===== src/rtl/uart_mprx_pkg.sv =====
package uart_mprx_pkg;

  typedef enum logic [2:0] {
    ST_IDLE,
    ST_START,
    ST_DATA,
    ST_EXTRA,
    ST_STOP
  } rx_state_e;

  // Place a shifted-in frame at bit 0; a 7-bit frame sits one place high.
  function automatic logic [7:0] align_data(input logic [7:0] sh, input logic eight);
    return eight ? sh : {1'b0, sh[7:1]};
  endfunction

  // 1 when data plus parity bit disagree with the selected sense.
  function automatic logic parity_bad(input logic [7:0] d, input logic pbit,
                                      input logic odd);
    return (^d) ^ pbit ^ odd;
  endfunction

endpackage


===== src/rtl/uart_mprx_sync.sv =====
module uart_mprx_sync #(
  parameter int STAGES = 2
) (
  input  logic clk,
  input  logic rst_n,
  input  logic din,
  output logic dout
);
  logic [STAGES-1:0] chain;

  generate
    for (genvar g = 0; g < STAGES; g++) begin : g_stage
      if (g == 0) begin : g_first
        always_ff @(posedge clk or negedge rst_n)
          if (!rst_n) chain[g] <= 1'b1;
          else        chain[g] <= din;
      end else begin : g_next
        always_ff @(posedge clk or negedge rst_n)
          if (!rst_n) chain[g] <= 1'b1;
          else        chain[g] <= chain[g-1];
      end
    end
  endgenerate

  assign dout = chain[STAGES-1];
endmodule


===== src/rtl/uart_mprx_frame.sv =====
module uart_mprx_frame
  import uart_mprx_pkg::*;
#(
  parameter int OSR = 16
) (
  input  logic       clk,
  input  logic       rst_n,
  input  logic       tick,
  input  logic       en,
  input  logic       line,
  input  logic       mp_mode,
  input  logic       len8,
  input  logic       par_en,
  input  logic       par_odd,
  output logic       done,
  output logic [7:0] data,
  output logic       ad,
  output logic       ferr,
  output logic       perr,
  output logic       busy
);
  localparam int CNT_W = $clog2(OSR);
  localparam logic [CNT_W-1:0] MID_C  = CNT_W'(OSR / 2 - 1);
  localparam logic [CNT_W-1:0] LAST_C = CNT_W'(OSR - 1);

  rx_state_e        state;
  logic [CNT_W-1:0] cnt;
  logic [2:0]       bitn;
  logic [7:0]       sh;
  logic             xbit;

  logic eight, use_extra, at_centre;
  logic [2:0] last_bit;
  logic [7:0] frame_byte;

  assign eight      = mp_mode | len8;
  assign use_extra  = mp_mode | par_en;
  assign last_bit   = eight ? 3'd7 : 3'd6;
  assign at_centre  = tick && (cnt == LAST_C);
  assign frame_byte = align_data(sh, eight);
  assign busy       = (state != ST_IDLE);

  always_ff @(posedge clk or negedge rst_n) begin
    if (!rst_n) begin
      state <= ST_IDLE;
      cnt   <= '0;
      bitn  <= '0;
      sh    <= '0;
      xbit  <= 1'b0;
      done  <= 1'b0;
      data  <= '0;
      ad    <= 1'b0;
      ferr  <= 1'b0;
      perr  <= 1'b0;
    end else if (!en) begin
      state <= ST_IDLE;
      done  <= 1'b0;
    end else begin
      done <= 1'b0;
      unique case (state)
        ST_IDLE: if (!line) begin
          state <= ST_START;
          cnt   <= '0;
        end
        ST_START: if (tick) begin
          if (cnt == MID_C) begin
            cnt  <= '0;
            bitn <= '0;
            state <= line ? ST_IDLE : ST_DATA;
          end else cnt <= cnt + 1'b1;
        end
        ST_DATA: if (tick) begin
          if (at_centre) begin
            cnt  <= '0;
            sh   <= {line, sh[7:1]};
            bitn <= bitn + 1'b1;
            if (bitn == last_bit) state <= use_extra ? ST_EXTRA : ST_STOP;
          end else cnt <= cnt + 1'b1;
        end
        ST_EXTRA: if (tick) begin
          if (at_centre) begin
            cnt   <= '0;
            xbit  <= line;
            state <= ST_STOP;
          end else cnt <= cnt + 1'b1;
        end
        ST_STOP: if (tick) begin
          if (at_centre) begin
            cnt   <= '0;
            done  <= 1'b1;
            data  <= frame_byte;
            ad    <= mp_mode & xbit;
            ferr  <= ~line;
            perr  <= ~mp_mode & par_en & parity_bad(frame_byte, xbit, par_odd);
            state <= ST_IDLE;
          end else cnt <= cnt + 1'b1;
        end
        default: state <= ST_IDLE;
      endcase
    end
  end

  // a disabled receiver is idle and completes nothing
  p_disabled_idle_r5: assert property (@(posedge clk) disable iff (!rst_n)
    !en |=> (!busy && !done));

  // multiprocessor frames never report a parity error
  p_mp_no_parity_r4: assert property (@(posedge clk) disable iff (!rst_n)
    (done && mp_mode) |-> !perr);

  // seven-bit normal frames are zero-extended
  p_seven_zero_r3: assert property (@(posedge clk) disable iff (!rst_n)
    (done && !mp_mode && !len8) |-> !data[7]);

endmodule


===== src/rtl/uart_mprx_status.sv =====
module uart_mprx_status (
  input  logic       clk,
  input  logic       rst_n,
  input  logic       frm_done,
  input  logic [7:0] frm_data,
  input  logic       frm_ad,
  input  logic       frm_ferr,
  input  logic       frm_perr,
  input  logic       rd_strobe,
  input  logic       err_clr,
  output logic [7:0] rx_data,
  output logic       rx_ad,
  output logic       rx_full,
  output logic       err_frame,
  output logic       err_parity,
  output logic       err_overrun
);
  logic overrun_hit;
  assign overrun_hit = frm_done && rx_full && !rd_strobe;

  always_ff @(posedge clk or negedge rst_n) begin
    if (!rst_n) begin
      rx_data     <= '0;
      rx_ad       <= 1'b0;
      rx_full     <= 1'b0;
      err_frame   <= 1'b0;
      err_parity  <= 1'b0;
      err_overrun <= 1'b0;
    end else begin
      if (frm_done) begin
        rx_data <= frm_data;
        rx_ad   <= frm_ad;
        rx_full <= 1'b1;
      end else if (rd_strobe) begin
        rx_full <= 1'b0;
      end
      err_frame   <= (err_frame   & ~err_clr) | (frm_done & frm_ferr);
      err_parity  <= (err_parity  & ~err_clr) | (frm_done & frm_perr);
      err_overrun <= (err_overrun & ~err_clr) | overrun_hit;
    end
  end

  // framing error and receive-full become visible together
  p_err_with_full_r6: assert property (@(posedge clk) disable iff (!rst_n)
    (frm_done && frm_ferr) |=> (err_frame && rx_full));

  // a read with no completing frame empties the flag
  p_read_clears_r8: assert property (@(posedge clk) disable iff (!rst_n)
    (rd_strobe && !frm_done) |=> !rx_full);

  // completion over an unread frame raises overrun
  p_overrun_r10: assert property (@(posedge clk) disable iff (!rst_n)
    overrun_hit |=> err_overrun);

  // clear strobe with no completing frame empties all error flags
  p_clear_r9: assert property (@(posedge clk) disable iff (!rst_n)
    (err_clr && !frm_done) |=> (!err_frame && !err_parity && !err_overrun));

endmodule


===== src/rtl/uart_mprx.sv =====
module uart_mprx #(
  parameter int OSR         = 16,
  parameter int SYNC_STAGES = 2
) (
  input  logic       clk,
  input  logic       rst_n,
  input  logic       os_tick,
  input  logic       rx_en,
  input  logic       rxd,
  input  logic       mp_mode,
  input  logic       len8,
  input  logic       par_en,
  input  logic       par_odd,
  input  logic       rie,
  input  logic       rd_strobe,
  input  logic       err_clr,
  output logic [7:0] rx_data,
  output logic       rx_ad,
  output logic       rx_full,
  output logic       err_frame,
  output logic       err_parity,
  output logic       err_overrun,
  output logic       rx_irq
);
  logic       line_s;
  logic       frm_done, frm_ad, frm_ferr, frm_perr, frm_busy;
  logic [7:0] frm_data;

  uart_mprx_sync #(.STAGES(SYNC_STAGES)) u_sync (
    .clk(clk), .rst_n(rst_n), .din(rxd), .dout(line_s)
  );

  uart_mprx_frame #(.OSR(OSR)) u_frame (
    .clk(clk), .rst_n(rst_n), .tick(os_tick), .en(rx_en), .line(line_s),
    .mp_mode(mp_mode), .len8(len8), .par_en(par_en), .par_odd(par_odd),
    .done(frm_done), .data(frm_data), .ad(frm_ad), .ferr(frm_ferr),
    .perr(frm_perr), .busy(frm_busy)
  );

  uart_mprx_status u_status (
    .clk(clk), .rst_n(rst_n), .frm_done(frm_done), .frm_data(frm_data),
    .frm_ad(frm_ad), .frm_ferr(frm_ferr), .frm_perr(frm_perr),
    .rd_strobe(rd_strobe), .err_clr(err_clr), .rx_data(rx_data),
    .rx_ad(rx_ad), .rx_full(rx_full), .err_frame(err_frame),
    .err_parity(err_parity), .err_overrun(err_overrun)
  );

  assign rx_irq = rx_full & rie;

  // the interrupt never stands without a full receive register
  p_irq_needs_full_r11: assert property (@(posedge clk) disable iff (!rst_n)
    rx_irq |-> (rx_full && rie));

  // a frame can only complete after the receiver left idle
  p_done_after_busy_r1: assert property (@(posedge clk) disable iff (!rst_n)
    frm_done |-> $past(frm_busy));

endmodule


===== config.mk =====
export PLATFORM = sky130hd
export DESIGN_NAME = uart_mprx
export DESIGN_NICKNAME = d
export VERILOG_FILES = /design/src/rtl/uart_mprx_pkg.sv /design/src/rtl/uart_mprx_sync.sv /design/src/rtl/uart_mprx_frame.sv /design/src/rtl/uart_mprx_status.sv /design/src/rtl/uart_mprx.sv
export SDC_FILE = /design/constraint.sdc
export NUM_CORES = 1
export LEC_CHECK = 0
export CAP_MARGIN = 15
export CELL_PAD_IN_SITES_DETAIL_PLACEMENT = 1
export CELL_PAD_IN_SITES_GLOBAL_PLACEMENT = 1
export CORE_ASPECT_RATIO = 1.5
export CORE_MARGIN = 1.5
export CORE_UTILIZATION = 40
export DETAILED_ROUTE_END_ITERATION = 10
export PLACE_DENSITY_LB_ADDON = 0.1
export SETUP_SLACK_MARGIN = 0.4
export SLEW_MARGIN = 0
export SYNTH_ARGS = -nofsm -noshare
export SYNTH_HDL_FRONTEND = slang
export SYNTH_SLANG_ARGS = --single-unit

===== constraint.sdc =====
create_clock -name clk -period 4.9 [get_ports clk]
set_input_delay 0.98 -clock clk [delete_from_list [all_inputs] [get_ports clk]]
set_output_delay 0.98 -clock clk [all_outputs]
set_load 0.02 [all_outputs]

### Word-level counts from Yosys, hierarchy flattened

Cells that the tools add are included.

| word-level totals | value |
|---|---|
| flip-flop bits (word level) | 46 |
| word-level logic and storage cells | 111 |

| cells by class | value |
|---|---|
| equality and inequality tests | 23 |
| bitwise gates (word level) | 19 |
| muxes and demuxes | 33 |
| reduce and logical (&&, ||, !) cells | 16 |
| $add $sub $neg | 2 |

Operators with widths:

| operator | count |
|---|---|
| 3-bit 2-to-1 mux | 16 |
| 4-bit 2-to-1 mux | 5 |
| 3-bit by 2-bit inequality test with 1-bit output, second input constant | 5 |
| 3-bit inequality test, second input constant | 5 |
| 3-bit one-hot mux with 5 select lines | 1 |
| 4-bit one-hot mux with 3 select lines | 1 |
| 4-bit AND reduction | 3 |
| 10-bit AND reduction | 1 |
| 1-bit bitwise AND | 9 |
| 8-bit 2-to-1 mux | 1 |
| 8-bit parity | 1 |
| 1-bit 2-to-1 mux | 7 |
| 3-bit by 2-bit equality test with 1-bit output, second input constant | 2 |
| 2-bit by 1-bit inequality test with 1-bit output, second input constant | 3 |
| 2-bit inequality test, second input constant | 3 |
| 3-bit one-hot mux with 2 select lines | 1 |
| 6-bit AND reduction | 1 |
| 1-bit bitwise OR | 5 |
| 5-bit AND reduction | 1 |
| 4-bit by 1-bit adder with 4-bit output, second input constant | 1 |
| 4-bit by 3-bit equality test with 1-bit output, second input constant | 1 |
| 4-bit equality test, second input constant | 1 |
| 2-bit nonzero test | 2 |
| 3-bit by 1-bit adder with 3-bit output, second input constant | 1 |
| 11 further kinds | 16 |

### Depth between registers and ports, before layout

| logic depth | value |
|---|---|
| depth after elaboration | 8 |
| gate-level depth with buffers | 7 |
| depth with buffers taken out | 6 |

### Hierarchy

A second synthesis with hierarchy kept.

| unflattened totals | value |
|---|---|
| cell total of the unflattened synthesis | 191 |
| area total of the unflattened synthesis | 2178.3 um^2 |

By module, submodules not included:

| module | area each (um^2) | seq. area each (um^2) | cells each | times used |
|---|---|---|---|---|
| uart_mprx_frame | 1612.8 | 775.7 | 159 | 1 |
| uart_mprx_status | 506.7 | 325.3 | 29 | 1 |
| uart_mprx_sync | 52.6 | 52.6 | 2 | 1 |
| uart_mprx | 6.3 | 0.0 | 1 | 1 |

### Worst setup path after synthesis

Ideal clock, no wire load.

| timing path | value |
|---|---|
| path kind | in2out |
| from | input port rie |
| to | output port rx_irq |
| required time | 3.920 ns |
| stages on the path | 1 |
| arrival | 1.190 ns |
| slack | 2.730 ns |
| path through | and2_1 |

| between the ends | value |
|---|---|
| word-level cells in the longest chain between the ends | 1 |

RTL lines:

| what | line | RTL |
|---|---|---|
| start: declaration | uart_mprx.sv:14 | `input logic rie,` |
| 1-bit bitwise AND | uart_mprx.sv:48 | `assign rx_irq = rx_full & rie;` |
| end: declaration | uart_mprx.sv:23 | `output logic rx_irq` |

Every way passes these cells.

### Worst setup path in the final report

Ends and elaborated chain as after synthesis.

==> metrics.txt <==
largest net degree at the start of global routing 47; initial antenna violation count 0; first-pass GRT wire length 7845 µm; clk root buf clkbuf_8; syn nets approximately 200; crit path max fanout 1; Die Area 5799 µm²; DP HPWL 3405 µm; skew final 3.416 ps; top_reg_cell synth dfrtp_1; outcome finished clean; total track usage roughly 17%; Hold Path Class reg -> reg; Clock Latency Late Sink 290 ps; setup bufs post-CTS 0; CP Buf/Inv Count 2; crit-path cells clkdlybuf4s50_1 -> and2_1 -> clkdlybuf4s50_1; crit path DAT 2160 ps; Max Clock Freq 0.3180 GHz; Rows 32; worst-path cell with the longest stage delay clkdlybuf4s50_1; hold_buf cts 0; Die Ht roughly 93 µm; total CTS buffers 5; yosys warns 0; H-tree depth 2; diodes inserted 0; slew margin rel. 32.05%; VDD IR max around 0.16 mV; number of enable flip-flop cells after synthesis 0; HP Start u_sync.chain[0]$_DFF_PN1_; layout cells sized above 1 between 10% and 20%; slowest stage delay, CP 610 ps; final hold violation count 0; Remaining DRCs 0; Ports 26; data required time at the worst endpoint 3920 ps; grt total ovfl 0; beginning of the critical path rie; post_cts resized 0; remaining antenna violation count 0; PwrDens 313.2 nW/µm²; overall power 0.7899 mW; drt via density approximately 5.3; final worst-path cycle share 64.18%; initial drt markers 70; RR Startpoint u_frame.cnt[0]$_DFFE_PN0P_; syn avg cell area about 11 µm²; sequential area share after synthesis ~54%; RD Place Congestion 0.8596; die width 62.68 µm; CTS tree yes; Clock Tree Buf Depth 2; drt pass-1 iters 4; CP Class in -> out; actual slew at the worst max-slew pin 1019 ps; port bufs 25; vias in the first global route 1656; Tmin final 3145 ps; Syn-to-layout area delta 18.03%; Worst setup SP type input port; P_leak 1.153 nW; Setup TNS Final 0 ps; final WL 4474 µm; Worst-path clk slew 80 ps; Crit. End Element output pin; max cap viols 0; CP top delay family buffers and inverters; Clock Sinks 46; Initial Util 41.38%; Placed Area between 2000 and 2500 µm²; asr flop ratio synth 100.0%; post-synth cell types 45; post-DR wirelength/cell 15.98 µm; flop-to-flop setup slack 2710 ps; Seq cells post-synth 46; Cells after Synth 187; number of setup violations in the final report 0; RSZ-0062 raised after global routing false; Slew Limit Fails 0; critical path's most frequent cell clkdlybuf4s50_1; fillers 543; post-layout instance area 2522 µm²; core box area about 5200 µm²; Syn Std Cell Area 2137 µm²; Nets 225; vias 1494
stage by stage:
stage | std cells | setup slack (ps) | utilization (%) | hold slack (ps)
final | 280 | 1755 | 48.84 | 359.7
after global placement | 272 | 1786 | 47.07 | 345.8
after CTS | 280 | 1740 | 48.84 | 362.1
after global routing | 280 | 1715 | 48.84 | 368.9
after detailed placement | 272 | 1745 | 47.07 | 349.4
after floorplan | 187 | 2730 | - | 345.2
report_power, final:
part	switching, mW	internal, mW	total, mW
Clock	0.124	0.114	0.238
Combinational	0.0749	0.0625	0.137
Sequential	0.0217	0.393	0.415
Total	0.220	0.570	0.790
worst paths after layout:
kind | depth (start not counted) | to
worst max register to register | 4 | u_frame.perr$_DFFE_PN0P_
min in group asynchronous | 1 | u_status.rx_data[5]$_DFFE_PN0P_
max in group asynchronous | 1 | u_status.err_overrun$_DFF_PN0_
worst min-delay path | 0 | u_sync.dout$_DFF_PN1_
worst min register to register | 0 | u_sync.dout$_DFF_PN1_
worst max-delay path | 3 | rx_irq
metal layers:
layer | share of wire, % | track usage, % | wire length (µm)
met1 | 39 | 18.62 | 1724
met5 | 0 | 0 | 0
met3 | 1.9 | 3.038 | 87
met4 | 1.6 | 6.111 | 72
met2 | 58 | 33.06 | 2589
registers in the layout, summed over array words and instances, names as in the netlist:
register              count
u_frame.data              8
u_frame.sh                8
u_status.rx_data          8
u_frame.cnt               4
u_frame.bitn              3
u_frame.state             3
u_frame.ad                1
u_frame.done              1
u_frame.ferr              1
u_frame.perr              1
u_frame.xbit              1
u_status.err_frame        1
u_status.err_overrun      1
u_status.err_parity       1
u_status.rx_ad            1
u_status.rx_full          1
u_sync.chain              1
u_sync.dout               1
synthesized netlist by cell type, types with 2 or more instances:
cell | n | share of area, %
dfrtp_1 | 44 | 52
nand2_1 | 20 | 3.5
mux2_2 | 19 | 10
o21ai_0 | 19 | 4.4
mux2i_1 | 8 | 3.7
xnor2_1 | 7 | 2.9
nor2_1 | 6 | 1.1
inv_1 | 5 | 0.88
a21oi_1 | 4 | 0.94
buf_2 | 4 | 0.94
nand2b_1 | 4 | 1.2
xor2_1 | 3 | 1.2
a22o_1 | 2 | 0.82
a22o_2 | 2 | 0.94
clkbuf_1 | 2 | 0.35
dfstp_2 | 2 | 2.5
ha_1 | 2 | 1.2
nand3_1 | 2 | 0.47
nand3b_1 | 2 | 0.70
nand4_1 | 2 | 0.59
nand4b_1 | 2 | 0.82
nor2_2 | 2 | 0.59
or3_1 | 2 | 0.59
cells in the final DEF, fill, tap and decap left out, drive strengths merged, types with 2 or more instances in the layout:
master	instances
dfrtp	44
ha	2
nand3b	2
nand4	2
clkbuf	7
clkdlybuf4s50	24
xor2	3
a22o	4
xnor2	7
nand3	2
o21ai	20
dfstp	2
nand4b	2
inv	5
nor2	8
or3	2
nor2b	2
a21oi	4
nand2b	4
mux2	19
mux2i	8
a32o	2
nand2	21
area by class of cell:
type | count | area (µm²) | area share [%]
Clock inverter | 1 | 5.005 | 0.1984
Clock buffer | 7 | 86.33 | 3.423
Tap cell | 68 | 85.08 | 3.373
Inverter | 5 | 18.77 | 0.7440
Sequential cell | 46 | 1154 | 45.73
Multi-Input combinational cell | 128 | 928.4 | 36.81
Timing Repair Buffer | 25 | 245.2 | 9.722
kinds of logic after synthesis:
logic type / count (synthesis) / share of synthesized area, %
AOI/OAI and AO/OA: 38 / 11.65
adders and majority gates: 2 / 1.171
muxes: 27 / 13.76
xor gates and xnor gates: 10 / 4.099
DFF: 46 / 53.98
buffers and inverters: 13 / 2.576
and+or+nand+nor: 51 / 12.76
(Power assumes the default switching activity.)
